`src/rtl/ingress_credit_policer.sv`:
```
module ingress_credit_policer #(
  parameter int CREDIT_W = 24,
  parameter logic [15:0] LFSR_SEED = 16'hACE1
) (
  input  logic                clk,
  input  logic                rst_n,
  input  logic                fc_en,
  input  logic [CREDIT_W-1:0] credit,
  input  logic [CREDIT_W-1:0] max_burst,
  input  logic [6:0]          rate_a,
  input  logic [6:0]          rate_b,
  input  logic                frame_start,
  input  logic                frame_high_drop,
  output logic                verdict_valid,
  output logic                verdict_drop,
  output logic                xoff_pulse,
  output logic                xon_pulse
);

  localparam int PROD_W = 16 + 7;

  logic [CREDIT_W-1:0] half_lvl, quarter_lvl;
  logic below_half, above_half, in_quarter, in_half, empty;
  logic paused;
  logic [15:0] lfsr;
  logic [PROD_W-1:0] prod;
  logic [6:0] pick;
  logic hit_a, hit_b, drop_now;

  assign half_lvl    = max_burst >> 1;
  assign quarter_lvl = max_burst >> 2;
  assign below_half  = credit < half_lvl;
  assign above_half  = credit > half_lvl;
  assign empty       = credit == '0;
  assign in_quarter  = !empty && credit <= quarter_lvl;
  assign in_half     = credit > quarter_lvl && !above_half;

  // pause hysteresis
  always_ff @(posedge clk) begin
    if (!rst_n) begin
      paused     <= 1'b0;
      xoff_pulse <= 1'b0;
      xon_pulse  <= 1'b0;
    end else begin
      xoff_pulse <= fc_en && !paused && below_half;
      xon_pulse  <= fc_en && paused && above_half;
      if (!fc_en)                     paused <= 1'b0;
      else if (!paused && below_half) paused <= 1'b1;
      else if (paused && above_half)  paused <= 1'b0;
    end
  end

  // random source scaled into 0..99
  assign prod  = PROD_W'(lfsr) * PROD_W'(100);
  assign pick  = prod[PROD_W-1:16];
  assign hit_a = pick < rate_a;
  assign hit_b = pick < rate_b;

  always_comb begin
    drop_now = 1'b0;
    if (!fc_en) begin
      if (empty)           drop_now = 1'b1;
      else if (in_quarter) drop_now = frame_high_drop ? 1'b1 : hit_a;
      else if (in_half)    drop_now = frame_high_drop ? hit_b : 1'b0;
    end
  end

  always_ff @(posedge clk) begin
    if (!rst_n) begin
      lfsr          <= LFSR_SEED;
      verdict_valid <= 1'b0;
      verdict_drop  <= 1'b0;
    end else begin
      verdict_valid <= frame_start;
      verdict_drop  <= frame_start && drop_now;
      if (frame_start)
        lfsr <= {lfsr[14:0], lfsr[15] ^ lfsr[13] ^ lfsr[12] ^ lfsr[10]};
    end
  end

  p_pulse_excl_r2: assert property (@(posedge clk) disable iff (!rst_n)
    !(xoff_pulse && xon_pulse));
  p_xoff_single_r2: assert property (@(posedge clk) disable iff (!rst_n)
    xoff_pulse |=> !xoff_pulse);
  p_hold_equal_r3: assert property (@(posedge clk) disable iff (!rst_n)
    (fc_en && credit == half_lvl) |=> !xoff_pulse && !xon_pulse);
  p_quiet_off_r4: assert property (@(posedge clk) disable iff (!rst_n)
    !fc_en |=> !xoff_pulse && !xon_pulse);
  p_verdict_strobe_r5: assert property (@(posedge clk) disable iff (!rst_n)
    frame_start |=> verdict_valid);
  p_drop_needs_valid_r5: assert property (@(posedge clk) disable iff (!rst_n)
    verdict_drop |-> verdict_valid);
  p_fc_keeps_r5: assert property (@(posedge clk) disable iff (!rst_n)
    (frame_start && fc_en) |=> !verdict_drop);
  p_empty_drops_r6: assert property (@(posedge clk) disable iff (!rst_n)
    (frame_start && !fc_en && credit == '0) |=> verdict_drop);
  p_quarter_high_r7: assert property (@(posedge clk) disable iff (!rst_n)
    (frame_start && !fc_en && frame_high_drop && credit <= quarter_lvl) |=> verdict_drop);
  p_half_low_r8: assert property (@(posedge clk) disable iff (!rst_n)
    (frame_start && !fc_en && !frame_high_drop && credit > quarter_lvl) |=> !verdict_drop);
  p_above_half_r9: assert property (@(posedge clk) disable iff (!rst_n)
    (frame_start && !fc_en && credit > half_lvl) |=> !verdict_drop);

endmodule

```
`config.mk`:
```
export PLATFORM = sky130hd
export DESIGN_NAME = ingress_credit_policer
export DESIGN_NICKNAME = d
export VERILOG_FILES = /design/src/rtl/ingress_credit_policer.sv
export SDC_FILE = /design/constraint.sdc
export NUM_CORES = 1
export LEC_CHECK = 0
export BUFFER_PORTS_ARGS = -buffer_cell sky130_fd_sc_hd__buf_2
export CORE_AREA = 3 3 128 99
export DETAILED_ROUTE_END_ITERATION = 10
export DIE_AREA = 0 0 131 102
export GPL_TIMING_DRIVEN = 0
export PLACE_DENSITY = 0.45
export SYNTH_ARGS = -nofsm -noshare
export SYNTH_HDL_FRONTEND = slang
export SYNTH_SLANG_ARGS = --single-unit
```
`constraint.sdc`:
```
create_clock -name clk -period 9 [get_ports clk]
set_input_delay 2.25 -clock clk [delete_from_list [all_inputs] [get_ports clk]]
set_output_delay 2.25 -clock clk [all_outputs]
set_load 0.03 [all_outputs]
```
==> flow_summary.json, run 1 <==
{
  "ys_ff_latch": 21,
  "worst_hold_path.endpoint": "xoff_pulse",
  "antenna_found_initial": 0,
  "worst_skew_pair.late_latency_ns": 0.25,
  "syn-num-nets": 584,
  "grt_usage_pct": 12.4,
  "initial_utilization_pct": 29.6,
  "clk_pin_slew_worst_paths_ns": 0.06,
  "hold_start": "paused",
  "n_antenna_cell": 0,
  "areaGrowthSynthToFinish_pct": 18.2,
  "fp.dieH_um": 102,
  "synth_cells": 400,
  "hold_viol_final": 0,
  "outcome": "completed",
  "final.setup.tns_ns": 0,
  "cts_tree": "done",
  "reg2reg_to": "verdict_drop",
  "cts_buffer_depth": 2,
  "grt_pass1_vias": 2835,
  "syn_area_um2": 3420,
  "tightest_slew_ns": 0.714,
  "wl_um": 8290,
  "cp.arrival_ns": 4.62,
  "core-area_um2": 11500,
  "yosys_warnings": 0,
  "grt_pass1_wl_um": 13700,
  "dieWidth_um": 131,
  "seq_area_frac_synth_pct": 12.3,
  "avgViaCountPerCell": 4.59,
  "layout_common_cells": "ha_1, inv_1, buf_2, a21oi_1",
  "rows": 34,
  "hold_depth": 1,
  "die_area_um2": 13400,
  "overflow": 0,
  "numCtsBuffers": 3,
  "critPathRequiredTime_ns": 9.17,
  "drive_above_1_share_pct": 16.1,
  "drt_pass1_iterations": 4,
  "dp_slack_ns": 4.48,
  "synthArstFlopShare_pct": 0,
  "cts-resized-gates": 0,
  "synth-edff-count": 0,
  "h-tree-depth": 1,
  "place_inst": 630,
  "fin_crit_ns": 4.45,
  "fillers": 1230,
  "grt_max_degree": 13,
  "synth_cell_type_count": 43,
  "gp_congestion": 0.808,
  "holdBufCountCts": 0,
  "pin_count": 71,
  "cts_num_sinks": 21,
  "p_per_area_nw_per_um2": 133,
  "port_buffers": 68,
  "vias": 2908,
  "crit_fanout": 5,
  "post_cts_buffers": 0,
  "drt.antenna.violating_nets": 0,
  "rr_worst_depth": 16,
  "avgSynthCellArea_um2": 8.54,
  "rsz0062_at_grt": "false",
  "worstHoldPathType": "flip-flop to flip-flop",
  "cp-end-kind": "flip-flop",
  "drtIter0Drc": 86,
  "root_buffer": "clkbuf_16",
  "drt-wirelength-per-cell_um": 13.1,
  "nets": 657,
  "fmax_mhz": 225,
  "max_slew_margin_pct": 52.4,
  "setup_viol": 0,
  "rr_startpoint": "lfsr[5]",
  "drc": 0,
  "cap_violations": 0,
  "setup_slack_ns": 4.55,
  "irDropWorstVdd_uv": 80.3,
  "regToRegSetupSlack_ns": 4.55,
  "critical_path_class": "flip-flop to flip-flop",
  "final_common_cell": "ha_1",
  "leakagePower_uw": 0.00221,
  "finalNonFillerCells": 634,
  "finalMaxSlewViolations": 0,
  "detailed_place_hpwl_um": 7490,
  "synth_flop_cell": "dfxtp_1",
  "min_period_over_period_pct": 49.4,
  "worst_setup_path_start_kind": "flip-flop",
  "fin_skew_ns": 0.00185
}
metrics by stage:
stage	power [uW]	hold slack, ns	util, %	cell area, um2
floorplan	359	0.420	-	3420
global placement	444	0.443	34.3	3960
detailed placement	449	0.446	34.3	3960
CTS	544	0.454	35.0	4040
global route	605	0.472	35.0	4040
finish	537	0.447	35.0	4040
cell usage after synthesis (2+ instances only):
cell type | count | share of area [%]
a211oi_1 | 3 | 0.66
a21o_1 | 8 | 1.8
a21oi_1 | 24 | 3.5
a31oi_1 | 2 | 0.37
and2_1 | 2 | 0.37
and4_1 | 2 | 0.51
clkbuf_1 | 3 | 0.33
dfxtp_1 | 21 | 12
fa_1 | 10 | 5.9
ha_1 | 107 | 39
inv_1 | 75 | 8.2
mux2i_1 | 11 | 3.2
nand2_1 | 21 | 2.3
nand3_1 | 6 | 0.88
nand3b_1 | 2 | 0.44
nand4_1 | 14 | 2.6
nor2_1 | 11 | 1.2
nor2b_1 | 12 | 2.2
nor3_1 | 5 | 0.73
nor4_1 | 6 | 1.1
o211ai_1 | 7 | 1.5
o21a_1 | 3 | 0.66
o21ai_0 | 11 | 1.6
o31ai_1 | 4 | 0.88
or2_2 | 2 | 0.37
or3_1 | 2 | 0.37
xnor2_1 | 7 | 1.8
xor2_1 | 4 | 1.0
flip-flops by register name, indices dropped and copies added (netlist names):
register,count
lfsr,16
paused,1
verdict_drop,1
verdict_valid,1
xoff_pulse,1
xon_pulse,1
per-layer routing:
metal | up-vias | share of wire (%) | GRT usage [%]
met1 | 1302 | 59 | 20.7
met2 | 47 | 38 | 17.6
met5 | - | 0 | 0
met4 | 0 | 0.48 | 1.42
met3 | 2 | 3.1 | 0.836
li1 | 1557 | - | -
logic make-up after synthesis:
logic type      Yosys count  synth area share (%)
compound gates           71                  13.7
xor+xnor                 11                  2.82
fa+ha+maj               117                  45.1
buf+inv                  79                  8.68
flops                    21                  12.3
mux                      12                  3.55
simple gates             89                  13.9
worst max-delay path, stage by stage (launching register included):
cell and delay, ns:
dfxtp_1 0.43, ha_1 0.27, ha_1 0.31, fa_1 0.46, ha_1 0.33, and3_1 0.17, a221o_1 0.38, a21o_1 0.20
a41oi_1 0.29, nor2_1 0.10, xnor2_1 0.24, ha_1 0.30, a21o_1 0.16, a21o_1 0.16, a21oi_1 0.16, nand4_1 0.17
a32oi_1 0.23
worst max path at each step:
stage | startpoint | to | depth (start not counted)
detailed placement | credit[20] | verdict_drop | 8
CTS | lfsr[5] | verdict_drop | 16
floorplan | max_burst[22] | verdict_drop | 8
finish | lfsr[5] | verdict_drop | 16
global placement | credit[20] | verdict_drop | 8
global route | lfsr[5] | verdict_drop | 16
final cells by class:
class	count	area (um2)	share of cell area, %
clock buffers	3	75.1	1.86
flip-flops and latches	21	420	10.4
well taps	162	203	5.02
multi-input cells	300	2700	66.8
repair buffers	68	340	8.43
clock inverters	1	5.00	0.124
inverters	75	282	6.97
plain buffers	4	15.0	0.372
power breakdown:
| group | switching, uW | internal, uW |
|---|---|---|
| clock | 32.3 | 59.5 |
| sequential | 8.00 | 98.9 |
| combinational | 183 | 155 |
Note: power is estimated with default switching activity, not from simulation.
==> run 2, diff against run 1 <==
--- a/config.mk
+++ b/config.mk
@@ -10,7 +10,7 @@
 export DETAILED_ROUTE_END_ITERATION = 10
 export DIE_AREA = 0 0 131 102
 export GPL_TIMING_DRIVEN = 0
-export PLACE_DENSITY = 0.45
+export PLACE_DENSITY = 0.47
 export SYNTH_ARGS = -nofsm -noshare
 export SYNTH_HDL_FRONTEND = slang
 export SYNTH_SLANG_ARGS = --single-unit
==> constraint.sdc (replaced) <==
create_clock -name clk -period 3.7 [get_ports clk]
set_input_delay 0.925 -clock clk [delete_from_list [all_inputs] [get_ports clk]]
set_output_delay 0.925 -clock clk [all_outputs]
set_load 0.03 [all_outputs]
==> run 2 against run 1 <==
Net effect:
- the flow now finishes with violations (setup timing)
- setup slack got worse by 4.9 ns
- critical path depth rose by 1
- critical endpoint unchanged
- clock skew rose by 0.00079 ns
- global-route usage rose by 0.071 points
- highest routed layer unchanged
- sequential cell count did not move
- final area rose by 5.9%
- clock power rose by 140%
- worst hold slack improved by 0.0065 ns
==> flow_summary.json, run 2 (synthesis results as in run 1) <==
{
  "outcome": "finished, violations left",
  "failed_checks": "setup timing",
  "overflow": 0,
  "holdBufCountCts": 0,
  "top_register": "lfsr",
  "setup_slack_ns": -0.363,
  "grt_pass1_vias": 2824,
  "port_buffers": 68,
  "grt_pass1_wl_um": 13800,
  "utilization_pct": 37.1,
  "h-tree-depth": 1,
  "worst_skew_pair.late_latency_ns": 0.25,
  "n_antenna_cell": 0,
  "drive_above_1_share_pct": 22.9,
  "wl_um": 8320,
  "numCtsBuffers": 3,
  "initial_utilization_pct": 29.6,
  "clk_pin_slew_worst_paths_ns": 0.05,
  "cp.arrival_ns": 4.24,
  "place_inst": 630,
  "cap_violations": 0,
  "setup_viol": 1,
  "antenna_found_initial": 0,
  "pin_count": 71,
  "layout_common_cells": "ha_1, inv_1, buf_2, a21oi_1, nand2_1",
  "areaGrowthSynthToFinish_pct": 25.2,
  "cts_buffer_depth": 2,
  "grt_max_degree": 12,
  "drt_pass1_iterations": 4,
  "cp-end-kind": "flip-flop",
  "finalNonFillerCells": 639,
  "drtIter0Drc": 79,
  "rsz0062_at_grt": "true",
  "fp.dieH_um": 102,
  "avgViaCountPerCell": 4.57,
  "max_slew_margin_pct": 53.2,
  "p_per_area_nw_per_um2": 337,
  "rows": 34,
  "critPathRequiredTime_ns": 3.88,
  "die_area_um2": 13400,
  "largest_reg_flops": 16,
  "grt_usage_pct": 12.5,
  "final_common_cell": "ha_1",
  "drt-wirelength-per-cell_um": 13.0,
  "vias": 2918,
  "leakagePower_uw": 0.00223,
  "cp-startpoint": "lfsr[8]",
  "fin_crit_ns": 4.06,
  "dieWidth_um": 131,
  "tightest_slew_ns": 0.701,
  "detailed_place_hpwl_um": 7410,
  "drc": 0,
  "hold_start": "paused",
  "worst_setup_path_start_kind": "flip-flop",
  "core-area_um2": 11500,
  "rr_startpoint": "lfsr[8]",
  "worstHoldPathType": "flip-flop to flip-flop",
  "cts_tree": "done",
  "min_period_over_period_pct": 110,
  "hold_viol_final": 0,
  "finalMaxSlewViolations": 0,
  "nets": 662,
  "crit_fanout": 5,
  "cts_num_sinks": 21,
  "drt.antenna.violating_nets": 0,
  "irDropWorstVdd_uv": 296,
  "gp_congestion": 0.823,
  "fin_skew_ns": 0.00264,
  "root_buffer": "clkbuf_16",
  "critical_path_class": "flip-flop to flip-flop",
  "fmax_mhz": 246
}
==> run 2: cell types whose count changed in the layout (fill, tap and decap cells not counted), moves of 3 or more <==
cell	change
a21oi_1	-3
ha_4	+9
dfxtp_2	+4
dfxtp_1	-10
dfxtp_4	+6
ha_1	-11
buf_4	+5
==> run 2: final timing paths <==
check                                    end  slack, ns  cells past startpoint
worst max register to register  verdict_drop      -0.36                     17
worst max-delay path            verdict_drop      -0.36                     17
worst min register to register    xoff_pulse       0.45                      1
worst min-delay path              xoff_pulse       0.45                      1
==> run 2: timing repair <==
action,CTS,global route
buffers inserted,1,4
pin swaps,5,21
setup endpoints to repair,1,1
cloned,0,0
hold endpoints to repair,0,0
resized for setup,6,24
==> run 2: area by class of cell <==
| type | count | area (um2) |
|---|---|---|
| plain buffers | 4 | 15.0 |
| clock buffers | 4 | 78.8 |
| fillers | 1214 | 7250 |
| inverters | 75 | 282 |
| multi-input cells | 300 | 2870 |
| flip-flops and latches | 21 | 448 |
| well taps | 162 | 203 |
| repair buffers | 73 | 378 |
==> run 2: metrics by stage <==
step / hold slack, ns / setup TNS, ns / total power [uW] / worst slack (ns) / instance area [um2]
floorplan: 0.420 / -0.00486 / 892 / -0.00486 / 3440
global placement: 0.447 / -0.478 / 1090 / -0.478 / 3980
detailed placement: 0.446 / -0.471 / 1110 / -0.471 / 3980
CTS: 0.453 / -0.375 / 1380 / -0.375 / 4090
global route: 0.491 / -0.575 / 1610 / -0.575 / 4280
finish: 0.453 / -0.363 / 1440 / -0.363 / 4280
==> run 2: report_power, final <==
group / switching, uW / leakage (uW) / internal, uW / total [uW]
Clock: 76.8 / 0.0000382 / 147 / 223
Sequential: 21.3 / 0.000176 / 239 / 261
Combinational: 496 / 0.00202 / 460 / 955
==> run 2: worst max-delay path, stage by stage (launching register included) <==
cell,delay (ns)
dfxtp_4,0.37
ha_1,0.29
ha_1,0.27
inv_1,0.05
fa_1,0.50
inv_1,0.07
ha_4,0.26
nand2_1,0.06
o21ai_2,0.15
a21o_1,0.14
a41oi_2,0.16
o31ai_2,0.35
xor2_1,0.32
ha_1,0.31
a21o_1,0.17
a21oi_2,0.14
nand4_1,0.16
a32oi_1,0.22
==> run 2: layer usage <==
metal	global-route usage [%]	part of all wire, %	vias up
met1	21.0	58	1301
met4	1.19	0.32	0
met5	0	0	-
met3	0.627	3.1	4
met2	17.7	38	42
li1	-	-	1571
==> run 3, diff against run 2 <==
--- a/config.mk
+++ b/config.mk
@@ -5,7 +5,7 @@
 export SDC_FILE = /design/constraint.sdc
 export NUM_CORES = 1
 export LEC_CHECK = 0
-export BUFFER_PORTS_ARGS = -buffer_cell sky130_fd_sc_hd__buf_2
+export BUFFER_PORTS_ARGS = -buffer_cell sky130_fd_sc_hd__buf_4
 export CORE_AREA = 3 3 128 99
 export DETAILED_ROUTE_END_ITERATION = 10
 export DIE_AREA = 0 0 131 102
==> run 3 against run 2 <==
Net effect:
- the run still ends with setup timing left
- die area did not move
- count of clock-buffer cells in the layout fell by 1
- first-iteration DRC count rose by 6.3%
- largest power group unchanged
- highest routed layer unchanged
==> flow_summary.json, run 3 (synthesis results as in run 1) <==
{
  "irDropWorstVdd_uv": 225,
  "nets": 661,
  "vias": 2952,
  "dpl_cell_area_um2": 4150,
  "max_stage_delay_ns": 0.55,
  "avgViaCountPerCell": 4.63,
  "cts_buffer_depth": 2,
  "grt_usage_pct": 12.5,
  "areaGrowthSynthToFinish_pct": 29.8,
  "leakagePower_uw": 0.00229,
  "drtIter0Drc": 84,
  "critPathRequiredTime_ns": 3.88,
  "cts_tree": "done",
  "antenna_found_initial": 0,
  "drc": 0,
  "cp_top_family": "adder cells",
  "hold_viol_final": 0,
  "holdWs_ns": 0.454,
  "fin_crit_ns": 4.09,
  "setup_viol": 1,
  "dieWidth_um": 131,
  "max_slew_margin_pct": 53.1,
  "detailed_place_hpwl_um": 7600,
  "worst_skew_pair.late_latency_ns": 0.25,
  "core-area_um2": 11500,
  "gp_congestion": 0.797,
  "fp.dieH_um": 102,
  "path_cells": "ha_4 > ha_4 > fa_1 > ha_4 > and3_1 > a221o_1 > a21o_1 > a41oi_2 > nor2_1 > xnor2_1 > ha_1 > a21o_1 > a21o_1 > a21oi_2 > nand4_1 > a32oi_1",
  "finalMaxSlewViolations": 0,
  "worst_setup_path_start_kind": "flip-flop",
  "grt_max_degree": 13,
  "failed_checks": "setup timing",
  "wl_um": 8460,
  "drt.antenna.violating_nets": 0,
  "largest_reg_flops": 16,
  "final_common_cell": "ha_1",
  "top_register": "lfsr",
  "slowest_stage": "fa_1",
  "fmax_mhz": 245,
  "cap_violations": 0,
  "tightest_slew_ns": 0.703,
  "h-tree-depth": 1,
  "drive_above_1_share_pct": 23.5,
  "setup_slack_ns": -0.390,
  "grt_pass1_wl_um": 13700,
  "overflow": 0,
  "cp-end-kind": "flip-flop",
  "initial_utilization_pct": 29.6,
  "n_antenna_cell": 0,
  "final.setup.tns_ns": -0.390,
  "worstHoldPathType": "flip-flop to flip-flop",
  "crit_buf_inv": 0,
  "drt_pass1_iterations": 4,
  "power_uw": 1440,
  "drt-wirelength-per-cell_um": 13.3,
  "grt_pass1_vias": 2849,
  "rows": 34,
  "fillers": 1224,
  "clk_pin_slew_worst_paths_ns": 0.06,
  "cp.arrival_ns": 4.27,
  "pin_count": 71,
  "rsz0062_at_grt": "true",
  "critical_path_class": "flip-flop to flip-flop",
  "p_per_area_nw_per_um2": 325,
  "postLayoutCellArea_um2": 4430,
  "port_buffers": 68,
  "die_area_um2": 13400,
  "min_period_over_period_pct": 111,
  "holdBufCountCts": 0,
  "fin_skew_ns": 0.00242,
  "cts_num_sinks": 21,
  "numCtsBuffers": 3,
  "crit_fanout": 5,
  "layout_common_cells": "ha_1, inv_1, buf_4, nand2_1, a21oi_1",
  "root_buffer": "clkbuf_16",
  "outcome": "finished, violations left"
}
-- run 3: cell types whose count changed in the layout (fill, tap and decap cells not counted), sizes merged --
cell,change
buf,-1
clkbuf,-1
clkinv,+1
-- run 3: path summary, 6_finish.rpt --
check | startpoint | to | slack (ns) | cells after the start
max reg2reg | lfsr[4] | verdict_drop | -0.39 | 16
max | lfsr[4] | verdict_drop | -0.39 | 16
min | paused | xoff_pulse | 0.45 | 1
min reg2reg | paused | xoff_pulse | 0.45 | 1
-- run 3: per-layer routing --
metal | track usage, % | vias up | routed length [um]
li1 | - | 1573 | -
met1 | 21.0 | 1320 | 4830
met2 | 17.5 | 55 | 3240
met3 | 0.575 | 4 | 314
met4 | 1.90 | 0 | 68
met5 | 0 | - | 0
-- run 3: final cells by class --
class	count	area [um2]	area share [%]
multi-input cells	300	2870	64.7
repair buffers	72	541	12.2
flip-flops and latches	21	445	10.0
inverters	75	282	6.35
well taps	162	203	4.57
clock buffers	3	75.1	1.69
plain buffers	4	15.0	0.339
clock inverters	1	5.00	0.113
-- run 3: repair_timing --
| action | CTS | global route |
|---|---|---|
| setup endpoints to repair | 1 | 1 |
| setup buffers | 2 | 2 |
| gates resized for setup | 2 | 28 |
| pin swaps | 2 | 16 |
-- run 3: worst reg2reg max path, cell delays in order (launching register included) --
cell and delay, ns:
dfxtp_4 0.37, ha_4 0.27, ha_4 0.19, fa_1 0.55, ha_4 0.21, and3_1 0.18
a221o_1 0.35, a21o_1 0.20, a41oi_2 0.26, nor2_1 0.10, xnor2_1 0.22, ha_1 0.28
a21o_1 0.16, a21o_1 0.16, a21oi_2 0.14, nand4_1 0.14, a32oi_1 0.22
-- run 3: power by group --
group	internal, uW	leakage [uW]	switching, uW
Sequential	240	0.000176	20.9
Clock	145	0.0000409	84.1
Combinational	461	0.00207	488
-- run 3: metrics by stage --
stage | instances | utilization [%] | setup WS (ns)
after global placement | 630 | 36.0 | -0.483
after global routing | 638 | 38.5 | -0.623
after detailed placement | 630 | 36.0 | -0.489
after floorplan | 400 | - | -0.00486
after CTS | 636 | 36.9 | -0.402
final | 638 | 38.5 | -0.390
